## src/rtl/eer_pkg.sv

```systemverilog
package eer_pkg;
  // Width of one record: wrap bit, sample bit, glitch field, value field, stamp.
  function automatic int rec_bits(input int nch, input int tsw);
    return 2 + 2 * nch + tsw;
  endfunction
endpackage

```

## src/rtl/eer_glitch_det.sv

```systemverilog
module eer_glitch_det #(
  parameter int NCH = 8
) (
  input  logic           clk,
  input  logic           rst_n,
  input  logic           tick,
  input  logic [NCH-1:0] chan_in,
  output logic [NCH-1:0] multi_hit
);
  // One saturating transition counter per channel, restarted at every tick.
  for (genvar g = 0; g < NCH; g++) begin : g_ch
    logic       last_q;
    logic [1:0] cnt_q;
    logic [1:0] total;
    logic       tg;

    assign tg = chan_in[g] ^ last_q;

    always_comb begin
      if (cnt_q == 2'd2) total = 2'd2;
      else               total = cnt_q + {1'b0, tg};
    end

    assign multi_hit[g] = (total == 2'd2);

    always_ff @(posedge clk) begin
      if (!rst_n) begin
        last_q <= 1'b0;
        cnt_q  <= 2'd0;
      end else begin
        last_q <= chan_in[g];
        cnt_q  <= tick ? 2'd0 : total;
      end
    end
  end
endmodule

```

## src/rtl/eer_stamp.sv

```systemverilog
module eer_stamp #(
  parameter int TSW_W = 8
) (
  input  logic             clk,
  input  logic             rst_n,
  input  logic             tick,
  output logic [TSW_W-1:0] stamp,
  output logic             stamp_zero
);
  logic [TSW_W-1:0] cnt_q;

  always_ff @(posedge clk) begin
    if (!rst_n)    cnt_q <= '0;
    else if (tick) cnt_q <= cnt_q + 1'b1;
  end

  assign stamp      = cnt_q;
  assign stamp_zero = (cnt_q == '0);
endmodule

```

## src/rtl/eer_change_ctl.sv

```systemverilog
module eer_change_ctl #(
  parameter int NCH   = 8,
  parameter int TSW_W = 8,
  localparam int RW   = eer_pkg::rec_bits(NCH, TSW_W)
) (
  input  logic             clk,
  input  logic             rst_n,
  input  logic             arm,
  input  logic             tick,
  input  logic             qual_en,
  input  logic             qual_in,
  input  logic [NCH-1:0]   sample,
  input  logic [NCH-1:0]   multi_hit,
  input  logic [TSW_W-1:0] stamp,
  input  logic             stamp_zero,
  input  logic             slot_free,
  output logic             load,
  output logic [RW-1:0]    rec,
  output logic             overflow
);
  logic [NCH-1:0] ref_q;
  logic [NCH-1:0] pend_q;
  logic           first_q;
  logic           ovf_q;

  logic [NCH-1:0] gl_now;
  logic           qualified;
  logic           smp_need;
  logic           need;

  assign gl_now    = pend_q | multi_hit;
  assign qualified = !qual_en || qual_in;
  assign smp_need  = qualified && (first_q || (sample != ref_q) || (|gl_now));
  assign need      = tick && arm && (smp_need || stamp_zero);
  assign load      = need && slot_free;

  // Record assembly: {wrap, sample, glitch, value, stamp}.
  always_comb begin
    rec = {stamp_zero, smp_need,
           (smp_need ? gl_now : {NCH{1'b0}}),
           (smp_need ? sample : ref_q),
           stamp};
  end

  always_ff @(posedge clk) begin
    if (!rst_n) begin
      ref_q   <= '0;
      pend_q  <= '0;
      first_q <= 1'b1;
      ovf_q   <= 1'b0;
    end else if (!arm) begin
      pend_q  <= '0;
      first_q <= 1'b1;
      ovf_q   <= 1'b0;
    end else if (tick) begin
      if (load && smp_need) begin
        ref_q   <= sample;
        first_q <= 1'b0;
        pend_q  <= '0;
      end else begin
        pend_q  <= gl_now;
      end
      if (need && !slot_free) ovf_q <= 1'b1;
    end
  end

  assign overflow = ovf_q;
endmodule

```

## src/rtl/eer_out_reg.sv

```systemverilog
module eer_out_reg #(
  parameter int W = 8
) (
  input  logic         clk,
  input  logic         rst_n,
  input  logic         load,
  input  logic [W-1:0] din,
  output logic         slot_free,
  output logic         m_valid,
  input  logic         m_ready,
  output logic [W-1:0] m_data
);
  assign slot_free = !m_valid || m_ready;

  always_ff @(posedge clk) begin
    if (!rst_n) begin
      m_valid <= 1'b0;
      m_data  <= '0;
    end else if (load) begin
      m_valid <= 1'b1;
      m_data  <= din;
    end else if (m_ready) begin
      m_valid <= 1'b0;
    end
  end
endmodule

```

## src/rtl/edge_event_recorder.sv

```systemverilog
module edge_event_recorder #(
  parameter int NCH   = 8,
  parameter int TSW_W = 8,
  localparam int RW   = eer_pkg::rec_bits(NCH, TSW_W)
) (
  input  logic           clk,
  input  logic           rst_n,
  input  logic           arm,
  input  logic           sample_tick,
  input  logic [NCH-1:0] chan_in,
  input  logic           qual_en,
  input  logic           qual_in,
  output logic           m_valid,
  input  logic           m_ready,
  output logic [RW-1:0]  m_data,
  output logic           overflow
);
  logic [NCH-1:0]   multi_hit;
  logic [TSW_W-1:0] stamp;
  logic             stamp_zero;
  logic             slot_free;
  logic             load;
  logic [RW-1:0]    rec;

  eer_glitch_det #(.NCH(NCH)) u_glitch (
    .clk(clk), .rst_n(rst_n), .tick(sample_tick),
    .chan_in(chan_in), .multi_hit(multi_hit)
  );

  eer_stamp #(.TSW_W(TSW_W)) u_stamp (
    .clk(clk), .rst_n(rst_n), .tick(sample_tick),
    .stamp(stamp), .stamp_zero(stamp_zero)
  );

  eer_change_ctl #(.NCH(NCH), .TSW_W(TSW_W)) u_ctl (
    .clk(clk), .rst_n(rst_n), .arm(arm), .tick(sample_tick),
    .qual_en(qual_en), .qual_in(qual_in), .sample(chan_in),
    .multi_hit(multi_hit), .stamp(stamp), .stamp_zero(stamp_zero),
    .slot_free(slot_free), .load(load), .rec(rec), .overflow(overflow)
  );

  eer_out_reg #(.W(RW)) u_out (
    .clk(clk), .rst_n(rst_n), .load(load), .din(rec),
    .slot_free(slot_free), .m_valid(m_valid), .m_ready(m_ready),
    .m_data(m_data)
  );
endmodule

```

## config.mk

```make
export PLATFORM = sky130hd
export DESIGN_NAME = edge_event_recorder
export DESIGN_NICKNAME = d
export VERILOG_FILES = /design/src/rtl/eer_pkg.sv /design/src/rtl/eer_glitch_det.sv /design/src/rtl/eer_stamp.sv /design/src/rtl/eer_change_ctl.sv /design/src/rtl/eer_out_reg.sv /design/src/rtl/edge_event_recorder.sv
export SDC_FILE = /design/constraint.sdc
export NUM_CORES = 1
export LEC_CHECK = 0
export BUFFER_PORTS_ARGS = -buffer_cell sky130_fd_sc_hd__buf_4
export CORE_UTILIZATION = 61
export CTS_BUF_LIST = sky130_fd_sc_hd__clkbuf_4 sky130_fd_sc_hd__clkbuf_8 sky130_fd_sc_hd__clkbuf_16
export DETAILED_ROUTE_END_ITERATION = 6
export PLACE_DENSITY = 0.83
export SKIP_CTS_REPAIR_TIMING = 1
export SLEW_MARGIN = 20
export SYNTH_ARGS = -nofsm -noshare
export SYNTH_HDL_FRONTEND = slang
export SYNTH_SLANG_ARGS = --single-unit
```

## constraint.sdc

```tcl
create_clock -name clk -period 7.1 [get_ports clk]
set_input_delay 1.065 -clock clk [delete_from_list [all_inputs] [get_ports clk]]
set_output_delay 1.065 -clock clk [all_outputs]
set_load 0.01 [all_outputs]
```

==> results.yml <==
layout:
  diodes: 0
  fillCellCount: 381
  area_delta_synth_final_pct: 17.0
  finalNetCount: 425
  fin_area_sq_mm: 0.00392
  post_layout_nonfiller_instances: 475
  drive_gt1_share_pct: 17.0
global_routing:
  global_route_wire_length_before_repair_um: 13000
  first_global_vias: 2709
  pin_count_of_the_biggest_net_entering_global_routing: 40
  global_route.overflow_total: 0
  antenna_found_initial: 0
  global_route.usage.total_pct: 28.8
sta:
  number_of_failing_hold_endpoints_at_the_final_stage: 0
  final.period_utilization_pct: 58.8
  holdWs_ns: 0.459
  final-max-slew-violation-count: 0
  tns_ns: 0
  achievable-frequency_mhz: 240
  finalWorstSetupSlack_ns: 2.93
  slew_headroom_pct: 32.3
  rsz0062_at_grt: "false"
  total_setup_violations_reported_at_the_end_of_the_flow: 0
  finalClockSkew_ns: 0.0125
  finalCriticalPeriod_ns: 4.17
  worst_pin_slew_ns: 1.01
outcome:
  status: "finished, final reports clean"
cts:
  clock_tree.root_cell: "sky130_fd_sc_hd__clkbuf_8"
  htree_num_levels: 3
  clk-insertion-delay-late_ns: 0.36
  cts.sink_count: 77
  numCtsBuffers: 9
  tritoncts: "yes"
  cts_max_path_buffers: 2
  clk_pin_slew_worst_paths_ns: 0.07
floorplan:
  dieHeight_um: 76.1
  core_region_area_sq_mm: 0.00520
  fp.dieArea_sq_mm: 0.00579
  io_pins: 43
  start_util_pct: 64.3
  fp.dieW_um: 76.1
  fp-row-count: 26
detailed_routing:
  avgRoutedWirePerCell_um: 16.6
  drt_iter0_drc: 175
  drt_drc_violations_left: 0
  average_vias_per_placed_instance: 5.94
  antenna_violation_net_count_after_detailed_routing: 0
  detailroute.via_count: 2820
  drtPass1Iterations: 4
  routed_wirelength_um: 7880
worst_setup_path:
  gate_family_responsible_for_the_most_delay_along_the_worst_path: "simple AND/OR/NAND/NOR gates"
  critical_path.startpoint_type: "primary input"
  timing.critical_path.fanout_max: 18
  critical_path.cell_chain: "buf_4, xor2_1, ha_1, xor2_1, a211oi_1, nand4_1, nor4_4, nor2_1, a211oi_1"
  cp-end-kind: "register"
  crit_path_start: "chan_in[1]"
  timing.critical_path.arrival_ns: 4.44
  timing.setup.critical_path_class: "primary input to register"
  slowest_delay_ns: 0.98
  cp.required_ns: 7.36
  cp.buffers_inverters: 1
  worst_r2r_startpoint: "u_glitch.g_ch[1].last_q"
  critPathSlowestCell: "sky130_fd_sc_hd__nor4_4"
synthesis:
  synth_area_sq_mm: 0.00335
  synth_instances: 364
  synth.top_cell.area_share_pct: 46.0
  synthDominantAreaCellType: "sky130_fd_sc_hd__dfxtp_1"
  synth-warning-count: 0
  synth.net_count: 389
  yosysMostFrequentCell: "sky130_fd_sc_hd__dfxtp_1"
  synth-edff-count: 0
  async_flop_share_pct: 0
  synthTopCellsByArea: "sky130_fd_sc_hd__dfxtp_1 46%, sky130_fd_sc_hd__xor2_1 5.5%, sky130_fd_sc_hd__mux2i_1 5.1%"
  synth-seq-cells: 77
  postSynthAreaPerCell_sq_um: 9.20
  postSynth.topFlopCell: "sky130_fd_sc_hd__dfxtp_1"
  synth-seq-area-share_pct: 46.0
  synth_cell_type_count: 39
  post_synth_most_frequent_cells: "77 x sky130_fd_sc_hd__dfxtp_1, 26 x sky130_fd_sc_hd__inv_1, 25 x sky130_fd_sc_hd__a21oi_1"
placed_design:
  postPlaceCellArea_sq_mm: 0.00368
  place_inst: 459
  dp_hpwl_um: 5290
  routabilityCongestion: 0.810
  placement.setup.worst_slack_ns: 2.46
  buffer_ports.inserted: 42
hold_path:
  holdCritStartpoint: "u_ctl.first_q"
  hp-class: "register to register"
pwr:
  p_per_area_mw_per_mm2: 243
  leakage_power_summed_over_all_cells_nw: 1.69
  worst_ir_drop_on_vdd_mv: 0.203
job:
  cap_violations: 0
## layout make-up
class,instances,area [sq um],share of cell area (%)
Multi-Input combinational cell,242,1630,41.6
Sequential cell,77,1540,39.4
Timing Repair Buffer,44,330,8.43
Clock buffer,12,159,4.06
Inverter,26,97.6,2.49
Tap cell,70,87.6,2.24
Clock inverter,4,70.1,1.79
## registers in the layout (all words and copies together) (netlist names)
signal / flops
u_glitch.g_ch.cnt_q: 16
u_stamp.stamp: 8
u_out.m_valid: 1
u_ctl.pend_q: 8
u_glitch.g_ch.last_q: 8
u_ctl.overflow: 1
u_out.m_data: 26
u_ctl.ref_q: 8
u_ctl.first_q: 1
## worst paths after layout
path	cells after the start	end	slack, ns
min	1	u_ctl.first_q	0.46
max reg2reg	8	u_out.m_data[9]	3.44
min reg2reg	1	u_ctl.first_q	0.46
max	9	u_out.m_data[9]	2.93
## routing by layer
layer | vias to the layer above | share of wire (%) | GRT usage [%] | wire length, um
li1 | 1357 | - | - | -
met1 | 1359 | 44 | 36.4 | 3480
met2 | 80 | 48 | 46.0 | 3760
met3 | 24 | 5.1 | 5.03 | 399
met4 | 0 | 3.0 | 17.7 | 238
met5 | - | 0 | 0 | 0
## where the power goes
part           total, mW  leakage (nW)  switching [mW]  internal (mW)
Clock              0.380         0.120           0.160          0.220
Sequential         0.461         0.627          0.0126          0.448
Combinational      0.110         0.945          0.0654         0.0446
## per-stage QoR
stage          utilization [%]  power (mW)
3_3_place_gp              70.5       0.573
6_report                  75.2       0.951
5_1_grt                   75.2       0.982
3_5_place_dp              70.7       0.578
4_1_cts                   75.1       0.951
2_1_floorplan                -       0.539
## layout by cell type, fill, tap and decap left out, types with 2 or more instances in the layout
master,n
sky130_fd_sc_hd__a2111oi_0,3
sky130_fd_sc_hd__a211oi_1,11
sky130_fd_sc_hd__a21oi_1,25
sky130_fd_sc_hd__a21oi_2,4
sky130_fd_sc_hd__a221oi_1,4
sky130_fd_sc_hd__a31oi_1,8
sky130_fd_sc_hd__and3_1,5
sky130_fd_sc_hd__buf_4,44
sky130_fd_sc_hd__bufinv_16,2
sky130_fd_sc_hd__clkbuf_8,11
sky130_fd_sc_hd__clkinv_2,2
sky130_fd_sc_hd__dfxtp_1,77
sky130_fd_sc_hd__ha_1,10
sky130_fd_sc_hd__inv_1,26
sky130_fd_sc_hd__mux2i_1,17
sky130_fd_sc_hd__nand2_1,21
sky130_fd_sc_hd__nand2b_1,6
sky130_fd_sc_hd__nand3_1,10
sky130_fd_sc_hd__nand4_1,12
sky130_fd_sc_hd__nor2_1,21
sky130_fd_sc_hd__nor2b_1,2
sky130_fd_sc_hd__nor3_1,6
sky130_fd_sc_hd__nor4_1,2
sky130_fd_sc_hd__nor4_4,2
sky130_fd_sc_hd__o211ai_1,3
sky130_fd_sc_hd__o21ai_0,22
sky130_fd_sc_hd__o21ai_1,10
sky130_fd_sc_hd__or3_1,2
sky130_fd_sc_hd__xnor2_1,7
sky130_fd_sc_hd__xor2_1,21
## kinds of logic (layout without fill, tap and decap cells)
group / count (synthesis) / count (layout) / share of synthesized area, %
AOI/OAI and AO/OA: 95 / 95 / 17.4
xor gates and xnor gates: 28 / 28 / 7.32
adders and majority gates: 10 / 10 / 3.74
buffers and inverters: 45 / 86 / 5.76
DFF: 77 / 77 / 46.0
muxes: 17 / 17 / 5.08
and+or+nand+nor: 92 / 92 / 14.6
(Power assumes the default switching activity.)
